===== src/rtl/lw_sram_pkg.sv =====
package lw_sram_pkg;

    typedef enum logic [2:0] {
        ST_IDLE,
        ST_RD_SDR,
        ST_RD_DDR,
        ST_WR_SDR,
        ST_WR_DDR
    } burst_state_t;

    typedef enum logic [1:0] {
        CMD_NOP,
        CMD_READ,
        CMD_WRITE,
        CMD_CONT
    } bus_cmd_t;

    function automatic bus_cmd_t decode_cmd(input logic load_n, input logic rd);
        if (load_n) return rd ? CMD_CONT : CMD_NOP;
        return rd ? CMD_READ : CMD_WRITE;
    endfunction

    function automatic logic [1:0] beat_offset(input logic interleave,
                                               input logic [1:0] start,
                                               input logic [1:0] idx);
        return interleave ? (start ^ idx) : (start + idx);
    endfunction

endpackage


===== src/rtl/lw_burst_seq.sv =====
module lw_burst_seq
    import lw_sram_pkg::*;
#(
    parameter int AW = 6
) (
    input  logic          clk,
    input  logic          rst_n,
    input  logic          ld_n,
    input  logic          rw,
    input  logic          sdr,
    input  logic          ilv,
    input  logic [AW-1:0] addr,
    output logic          stg_rd,
    output logic          stg_wr,
    output logic          stg_ddr,
    output logic [AW-1:0] stg_a0,
    output logic [AW-1:0] stg_a1,
    output logic          rd_beat,
    output logic          wr_load,
    output logic          proto_err
);
    localparam int HW = AW - 2;

    burst_state_t state, nxt;
    bus_cmd_t     cmd;
    logic [HW-1:0] hi_q, hi_n;
    logic [1:0]    start_q, start_n, cnt_q, cnt_n, cnt_n1;
    logic          ddr_now, wr_beat, ddr_beat;

    always_comb begin
        cmd     = decode_cmd(ld_n, rw);
        nxt     = state;
        hi_n    = hi_q;
        start_n = start_q;
        cnt_n   = cnt_q;
        ddr_now = (state == ST_RD_DDR) || (state == ST_WR_DDR);
        unique case (cmd)
            CMD_NOP:   nxt = ST_IDLE;
            CMD_READ: begin
                nxt     = sdr ? ST_RD_SDR : ST_RD_DDR;
                hi_n    = addr[AW-1:2];
                start_n = addr[1:0];
                cnt_n   = 2'd0;
            end
            CMD_WRITE: begin
                nxt     = sdr ? ST_WR_SDR : ST_WR_DDR;
                hi_n    = addr[AW-1:2];
                start_n = addr[1:0];
                cnt_n   = 2'd0;
            end
            CMD_CONT: begin
                if (state != ST_IDLE) cnt_n = cnt_q + (ddr_now ? 2'd2 : 2'd1);
            end
        endcase
        cnt_n1   = cnt_n + 2'd1;
        rd_beat  = (nxt == ST_RD_SDR) || (nxt == ST_RD_DDR);
        wr_beat  = (nxt == ST_WR_SDR) || (nxt == ST_WR_DDR);
        ddr_beat = (nxt == ST_RD_DDR) || (nxt == ST_WR_DDR);
        wr_load  = (cmd == CMD_WRITE);
    end

    // state register
    always_ff @(posedge clk or negedge rst_n) begin
        if (!rst_n) begin
            state   <= ST_IDLE;
            hi_q    <= '0;
            start_q <= '0;
            cnt_q   <= '0;
        end else begin
            state   <= nxt;
            hi_q    <= hi_n;
            start_q <= start_n;
            cnt_q   <= cnt_n;
        end
    end

    // registered outputs: beat stage and protocol flag
    always_ff @(posedge clk or negedge rst_n) begin
        if (!rst_n) begin
            stg_rd    <= 1'b0;
            stg_wr    <= 1'b0;
            stg_ddr   <= 1'b0;
            stg_a0    <= '0;
            stg_a1    <= '0;
            proto_err <= 1'b0;
        end else begin
            stg_rd    <= rd_beat;
            stg_wr    <= wr_beat;
            stg_ddr   <= ddr_beat;
            stg_a0    <= {hi_n, beat_offset(ilv, start_n, cnt_n)};
            stg_a1    <= {hi_n, beat_offset(ilv, start_n, cnt_n1)};
            proto_err <= (cmd == CMD_CONT) && (state == ST_IDLE);
        end
    end

endmodule


===== src/rtl/lw_turn_guard.sv =====
module lw_turn_guard #(
    parameter int GAP = 2
) (
    input  logic clk,
    input  logic rst_n,
    input  logic rd_beat,
    input  logic wr_load,
    output logic turn_err
);
    localparam int GW = $clog2(GAP + 1);
    localparam logic [GW-1:0] GMAX = GW'(GAP);

    logic [GW-1:0] gap_q;

    always_ff @(posedge clk or negedge rst_n) begin
        if (!rst_n) begin
            gap_q    <= GMAX;
            turn_err <= 1'b0;
        end else begin
            turn_err <= wr_load && (gap_q < GMAX);
            if (rd_beat)            gap_q <= '0;
            else if (gap_q < GMAX)  gap_q <= gap_q + 1'b1;
        end
    end

endmodule


===== src/rtl/lw_store.sv =====
module lw_store #(
    parameter int AW = 6,
    parameter int DW = 8
) (
    input  logic          clk,
    input  logic          rst_n,
    input  logic          stg_rd,
    input  logic          stg_wr,
    input  logic          stg_ddr,
    input  logic [AW-1:0] stg_a0,
    input  logic [AW-1:0] stg_a1,
    input  logic [DW-1:0] wd_rise,
    input  logic [DW-1:0] wd_fall,
    output logic [DW-1:0] q_rise,
    output logic [DW-1:0] q_fall,
    output logic          q_en_rise,
    output logic          q_en_fall
);
    localparam int DEPTH = 1 << AW;
    localparam int LANES = 2;

    logic [DW-1:0] mem [DEPTH];
    logic [LANES-1:0] pv;
    logic [AW-1:0]    pa [LANES];
    logic [DW-1:0]    pd [LANES];
    logic [AW-1:0]    la [LANES];

    assign la[0] = stg_a0;
    assign la[1] = stg_a1;

    for (genvar g = 0; g < LANES; g++) begin : g_lane
        logic [DW-1:0] val;
        always_comb begin
            val = mem[la[g]];
            for (int p = 0; p < LANES; p++)
                if (pv[p] && (pa[p] == la[g])) val = pd[p];
        end
    end

    // commit of the previous pending beat when a new write beat lands
    always_ff @(posedge clk) begin
        if (stg_wr)
            for (int p = 0; p < LANES; p++)
                if (pv[p]) mem[pa[p]] <= pd[p];
    end

    always_ff @(posedge clk or negedge rst_n) begin
        if (!rst_n) begin
            pv <= '0;
            for (int p = 0; p < LANES; p++) begin
                pa[p] <= '0;
                pd[p] <= '0;
            end
        end else if (stg_wr) begin
            pv    <= {stg_ddr, 1'b1};
            pa[0] <= stg_a0;
            pa[1] <= stg_a1;
            pd[0] <= wd_rise;
            pd[1] <= wd_fall;
        end
    end

    always_ff @(posedge clk or negedge rst_n) begin
        if (!rst_n) begin
            q_rise    <= '0;
            q_fall    <= '0;
            q_en_rise <= 1'b0;
            q_en_fall <= 1'b0;
        end else begin
            q_en_rise <= stg_rd;
            q_en_fall <= stg_rd && stg_ddr;
            q_rise    <= stg_rd ? g_lane[0].val : '0;
            q_fall    <= (stg_rd && stg_ddr) ? g_lane[1].val : '0;
        end
    end

endmodule


===== src/rtl/lw_burst_sram.sv =====
module lw_burst_sram #(
    parameter int AW = 6,
    parameter int DW = 8,
    parameter int TURN_GAP = 2
) (
    input  logic          clk,
    input  logic          rst_n,
    input  logic          ld_n,
    input  logic          rw,
    input  logic          sdr,
    input  logic          ilv,
    input  logic [AW-1:0] addr,
    input  logic [DW-1:0] wd_rise,
    input  logic [DW-1:0] wd_fall,
    output logic [DW-1:0] q_rise,
    output logic [DW-1:0] q_fall,
    output logic          q_en_rise,
    output logic          q_en_fall,
    output logic          turn_err,
    output logic          proto_err
);
    logic          stg_rd, stg_wr, stg_ddr, rd_beat, wr_load;
    logic [AW-1:0] stg_a0, stg_a1;

    lw_burst_seq #(.AW(AW)) u_seq (
        .clk(clk), .rst_n(rst_n), .ld_n(ld_n), .rw(rw), .sdr(sdr), .ilv(ilv),
        .addr(addr), .stg_rd(stg_rd), .stg_wr(stg_wr), .stg_ddr(stg_ddr),
        .stg_a0(stg_a0), .stg_a1(stg_a1), .rd_beat(rd_beat), .wr_load(wr_load),
        .proto_err(proto_err)
    );

    lw_turn_guard #(.GAP(TURN_GAP)) u_turn (
        .clk(clk), .rst_n(rst_n), .rd_beat(rd_beat), .wr_load(wr_load),
        .turn_err(turn_err)
    );

    lw_store #(.AW(AW), .DW(DW)) u_store (
        .clk(clk), .rst_n(rst_n), .stg_rd(stg_rd), .stg_wr(stg_wr),
        .stg_ddr(stg_ddr), .stg_a0(stg_a0), .stg_a1(stg_a1),
        .wd_rise(wd_rise), .wd_fall(wd_fall), .q_rise(q_rise), .q_fall(q_fall),
        .q_en_rise(q_en_rise), .q_en_fall(q_en_fall)
    );

endmodule


===== config.mk =====
export PLATFORM = sky130hd
export DESIGN_NAME = lw_burst_sram
export DESIGN_NICKNAME = d
export VERILOG_FILES = /design/src/rtl/lw_sram_pkg.sv /design/src/rtl/lw_burst_seq.sv /design/src/rtl/lw_turn_guard.sv /design/src/rtl/lw_store.sv /design/src/rtl/lw_burst_sram.sv
export SDC_FILE = /design/constraint.sdc
export NUM_CORES = 1
export LEC_CHECK = 0
export BUFFER_PORTS_ARGS = -buffer_cell sky130_fd_sc_hd__buf_2
export CORE_MARGIN = 2
export CORE_UTILIZATION = 35
export DETAILED_ROUTE_END_ITERATION = 6
export GPL_ROUTABILITY_DRIVEN = 0
export HOLD_SLACK_MARGIN = 0.02
export SYNTH_ARGS = -nofsm -noshare
export SYNTH_HDL_FRONTEND = slang
export SYNTH_SLANG_ARGS = --single-unit

===== constraint.sdc =====
create_clock -name clk -period 3.5 [get_ports clk]
set_input_delay 0.35 -clock clk [delete_from_list [all_inputs] [get_ports clk]]
set_output_delay 0.35 -clock clk [all_outputs]
set_load 0.01 [all_outputs]

==> key figures <==
Floorplanning
  • Initial Util: 35.4%
  • Placeable Area: 95300 µm²
  • I/O Pins: 48
  • Die Span Y: 314 µm
  • Rows: 113
  • Die width: 314 µm
  • Die ar.: 98900 µm²

Timing
  • Least-Margin Pin Slew: 1.17 ns
  • Setup ws final: 0.383 ns
  • Rel. slew slack: 21.9%
  • Setup TNS: 0 ns
  • Fin. Hold Viols: 0
  • Unrepaired setup endpoints after global routing: false
  • Fin crit share: 89.1%
  • Minimum clock period: 3.12 ns
  • Setup-failing EPs final: 0
  • Clock skew: 0.0580 ns
  • Max-slew violations: 0
  • Maximum clock frequency: 321 MHz

Global route
  • Initial antenna violation count: 6
  • GRT Residual Overflow: 0
  • Total global routing track utilization: 24.1%
  • Pin count of the biggest net entering global routing: 68
  • Global-route wire length before repair: 172000 µm
  • Vias in the first global route: 22600

Synth
  • EDFF count, synth: 512
  • Synth Register Bits: 578
  • Synthesized area per cell: 15.2 µm²
  • Count of different cell masters after synthesis: 63
  • Register area share after synthesis: 50.5%
  • Simple-Gate Fraction of Synth Area: 4.25%
  • Synth Area in Compound Gates: 5.30%
  • Largest family of logic cells by synthesized area: multiplexers
  • Main flop type after synthesis: edfxtp_1
  • Synthesized area: 33700 µm²
  • Syn. warnings: 0
  • Asr flop ratio synth: 11.4%
  • Synthesized Nets: 2251
  • Top-area cell type share of the netlist area: 45.6%
  • Post-Synth Adder-Cell Area: 0.111%
  • XOR/XNOR Fraction of Synth Area: 0.519%
  • Top cells by area, synth: edfxtp_1 46%, mux2_2 19%, mux4_2 16%
  • Post-synthesis mux area share: 36.1%
  • Post-synth top area cell: edfxtp_1
  • Synth Instances: 2220

Run status
  • Status: finished with violations
  • Violated checks: DRC

Setup path
  • Crit start category: register
  • CP endpoint kind: register
  • Worst Path Required: 4.06 ns
  • Crit Path Class: reg2reg
  • Reg2reg path depth: 5
  • Critical Path AT: 3.67 ns
  • Worst-path fanout max: 35

Power
  • Power Dens Cells: 584 nW/µm²
  • Peak supply drop: 356 µV
  • LEAKAGE: 12.4 nW

Clock network
  • Clock slew at reported path FFs: 0.05 ns
  • Post-CTS Hold Fix Bufs: 24
  • Root Buffer Master: clkbuf_16
  • Max clock buf depth: 3
  • CTS Sinks: 578
  • CTS tree: yes
  • Postcts setup bufs: 0
  • Skew-Pair Late Insertion Delay: 0.65 ns
  • H-tree Lvls: 3
  • # resized after CTS: 0
  • Total CTS buffers: 70

Cells and area
  • Synth-to-layout area growth: 13.7%
  • Final Util: 40.3%
  • Multi-input gate area: 15600 µm²
  • Non-Filler Instances: 3602
  • FF/Latch Area: 17100 µm²
  • Layout filler cell count: 8717
  • Fin nets: 2309
  • Fraction of layout cells with a size suffix above 1: 51.0%

Placed design
  • Dpl cells: 3447
  • Port Buf Inserts: 47
  • Pre-CTS setup slack: 0.588 ns
  • Hpwl dp: 82300 µm

Route
  • DR iter-0 viols: 3744
  • Detailed Route WL: 120000 µm
  • Routed met3 length: 14700 µm
  • Vias post-DR: 23100
  • WL/cell: 33.4 µm
  • Routed wl met2: 54300 µm
  • Residual DRC: 43
  • Wl on met1: 45600 µm
  • Vias per cell: 6.41
  • Pre-antenna DRT Iters: 7
  • Top Metal Used: met5
  • Routed Antenna Nets: 0

Min path
  • HP Class: in2reg
  • Worst Hold Path Cells: 2

Run
  • MaxCap Viol Count: 0
[placed cells by master (no fill, tap or decap), drive strengths merged, types with 31 or more instances in the layout]
cell type / instances
a21oi: 31
a22oi: 33
buf: 205
clkbuf: 95
dfrtp: 65
edfxtp: 512
mux2: 557
mux2i: 42
mux4: 243
nand2: 74
nor2: 70
o21ai: 36
o22ai: 84
[worst max-delay path, cell delays in order, from the launching register on]
cell     delay, ns
dfrtp_4       0.85
and2_1        0.96
a22oi_1       0.24
a21oi_1       0.63
nor4_1        0.14
a21oi_1       0.18
[final timing paths]
check                           startpoint                end  slack (ns)
max                          u_seq.hi_q[0]  u_store.q_fall[5]        0.38
min                                     rw    u_turn.turn_err        0.08
max reg2reg                  u_seq.hi_q[0]  u_store.q_fall[5]        0.38
min reg2reg                u_turn.gap_q[1]    u_turn.gap_q[1]        0.51
max in group asynchronous            rst_n      u_seq.hi_q[0]        2.24
min in group asynchronous            rst_n     u_store.pd[10]        0.43
[layer usage]
metal / track usage [%] / vias up
met4: 8.79 / 8
met5: 0 / -
met2: 37.1 / 1554
met3: 7.62 / 333
li1: - / 9128
met1: 31.9 / 12100
[where the power goes]
| group | leakage (nW) | internal [W] | total, W | switching, W |
|---|---|---|---|---|
| sequential | 5.40 | 0.00798 | 0.00904 | 0.00105 |
| clock | 1.09 | 0.00417 | 0.00732 | 0.00315 |
| combinational | 5.95 | 0.00285 | 0.00604 | 0.00319 |
| total | 12.4 | 0.0150 | 0.0224 | 0.00740 |
[cells by family (layout without fill, tap and decap cells)]
| family | Yosys count | in the layout |
|---|---|---|
| AO/OA/AOI/OAI | 264 | 264 |
| XOR/XNOR | 20 | 20 |
| adder cells (fa/ha/maj) | 3 | 3 |
| buffers and inverters | 250 | 366 |
| flip-flops | 578 | 578 |
| multiplexers | 842 | 842 |
| other | 0 | 1 |
| AND/OR/NAND/NOR | 263 | 263 |
[synth_stat cells (all sizes together) (14+ instances only)]
| master | number |
|---|---|
| mux4 | 243 |
| dfrtp | 65 |
| a22oi | 33 |
| nor2 | 70 |
| mux2i | 42 |
| nand3 | 19 |
| nand2 | 74 |
| clkbuf | 146 |
| xnor2 | 14 |
| buf | 97 |
| o22ai | 84 |
| o221ai | 24 |
| edfxtp | 512 |
| nor2b | 16 |
| o21ai | 36 |
| a21oi | 31 |
| mux2 | 557 |
| nor3 | 21 |
[state kept, by name, indices dropped and copies added (netlist names)]
name               count
u_store.pv             2
u_seq.proto_err        1
u_store.pa             8
u_seq.start_q          2
u_seq.stg_a1           2
u_seq.stg_a0           2
u_store.q_fall         8
u_store.q_rise         8
u_seq.stg_ddr          1
u_seq.hi_q             4
u_store.q_en_rise      1
u_seq.stg_wr           1
u_store.pd            16
u_store.mem          512
u_store.q_en_fall      1
u_turn.turn_err        1
u_seq.state            3
u_seq.cnt_q            2
u_seq.stg_rd           1
u_turn.gap_q           2
[metrics by stage]
step                hold slack, ns  cell area [µm²]  power (W)
floorplan                   0.0544            33700     0.0127
global placement             0.489            35900     0.0149
detailed placement           0.499            35900     0.0150
CTS                         0.0536            38400     0.0223
global route                0.0899            38400     0.0230
finish                      0.0751            38400     0.0224
[final cells by class]
type,instances,share of cell area (%)
sequential,578,44.5
antenna,1,0.00652
clock buffer,95,4.84
tap,1265,4.12
timing repair buffer,229,4.73
multi-input combinational,1392,40.7
inverter,7,0.0685
clock inverter,35,1.09
Power figures use the tool's default switching activity.
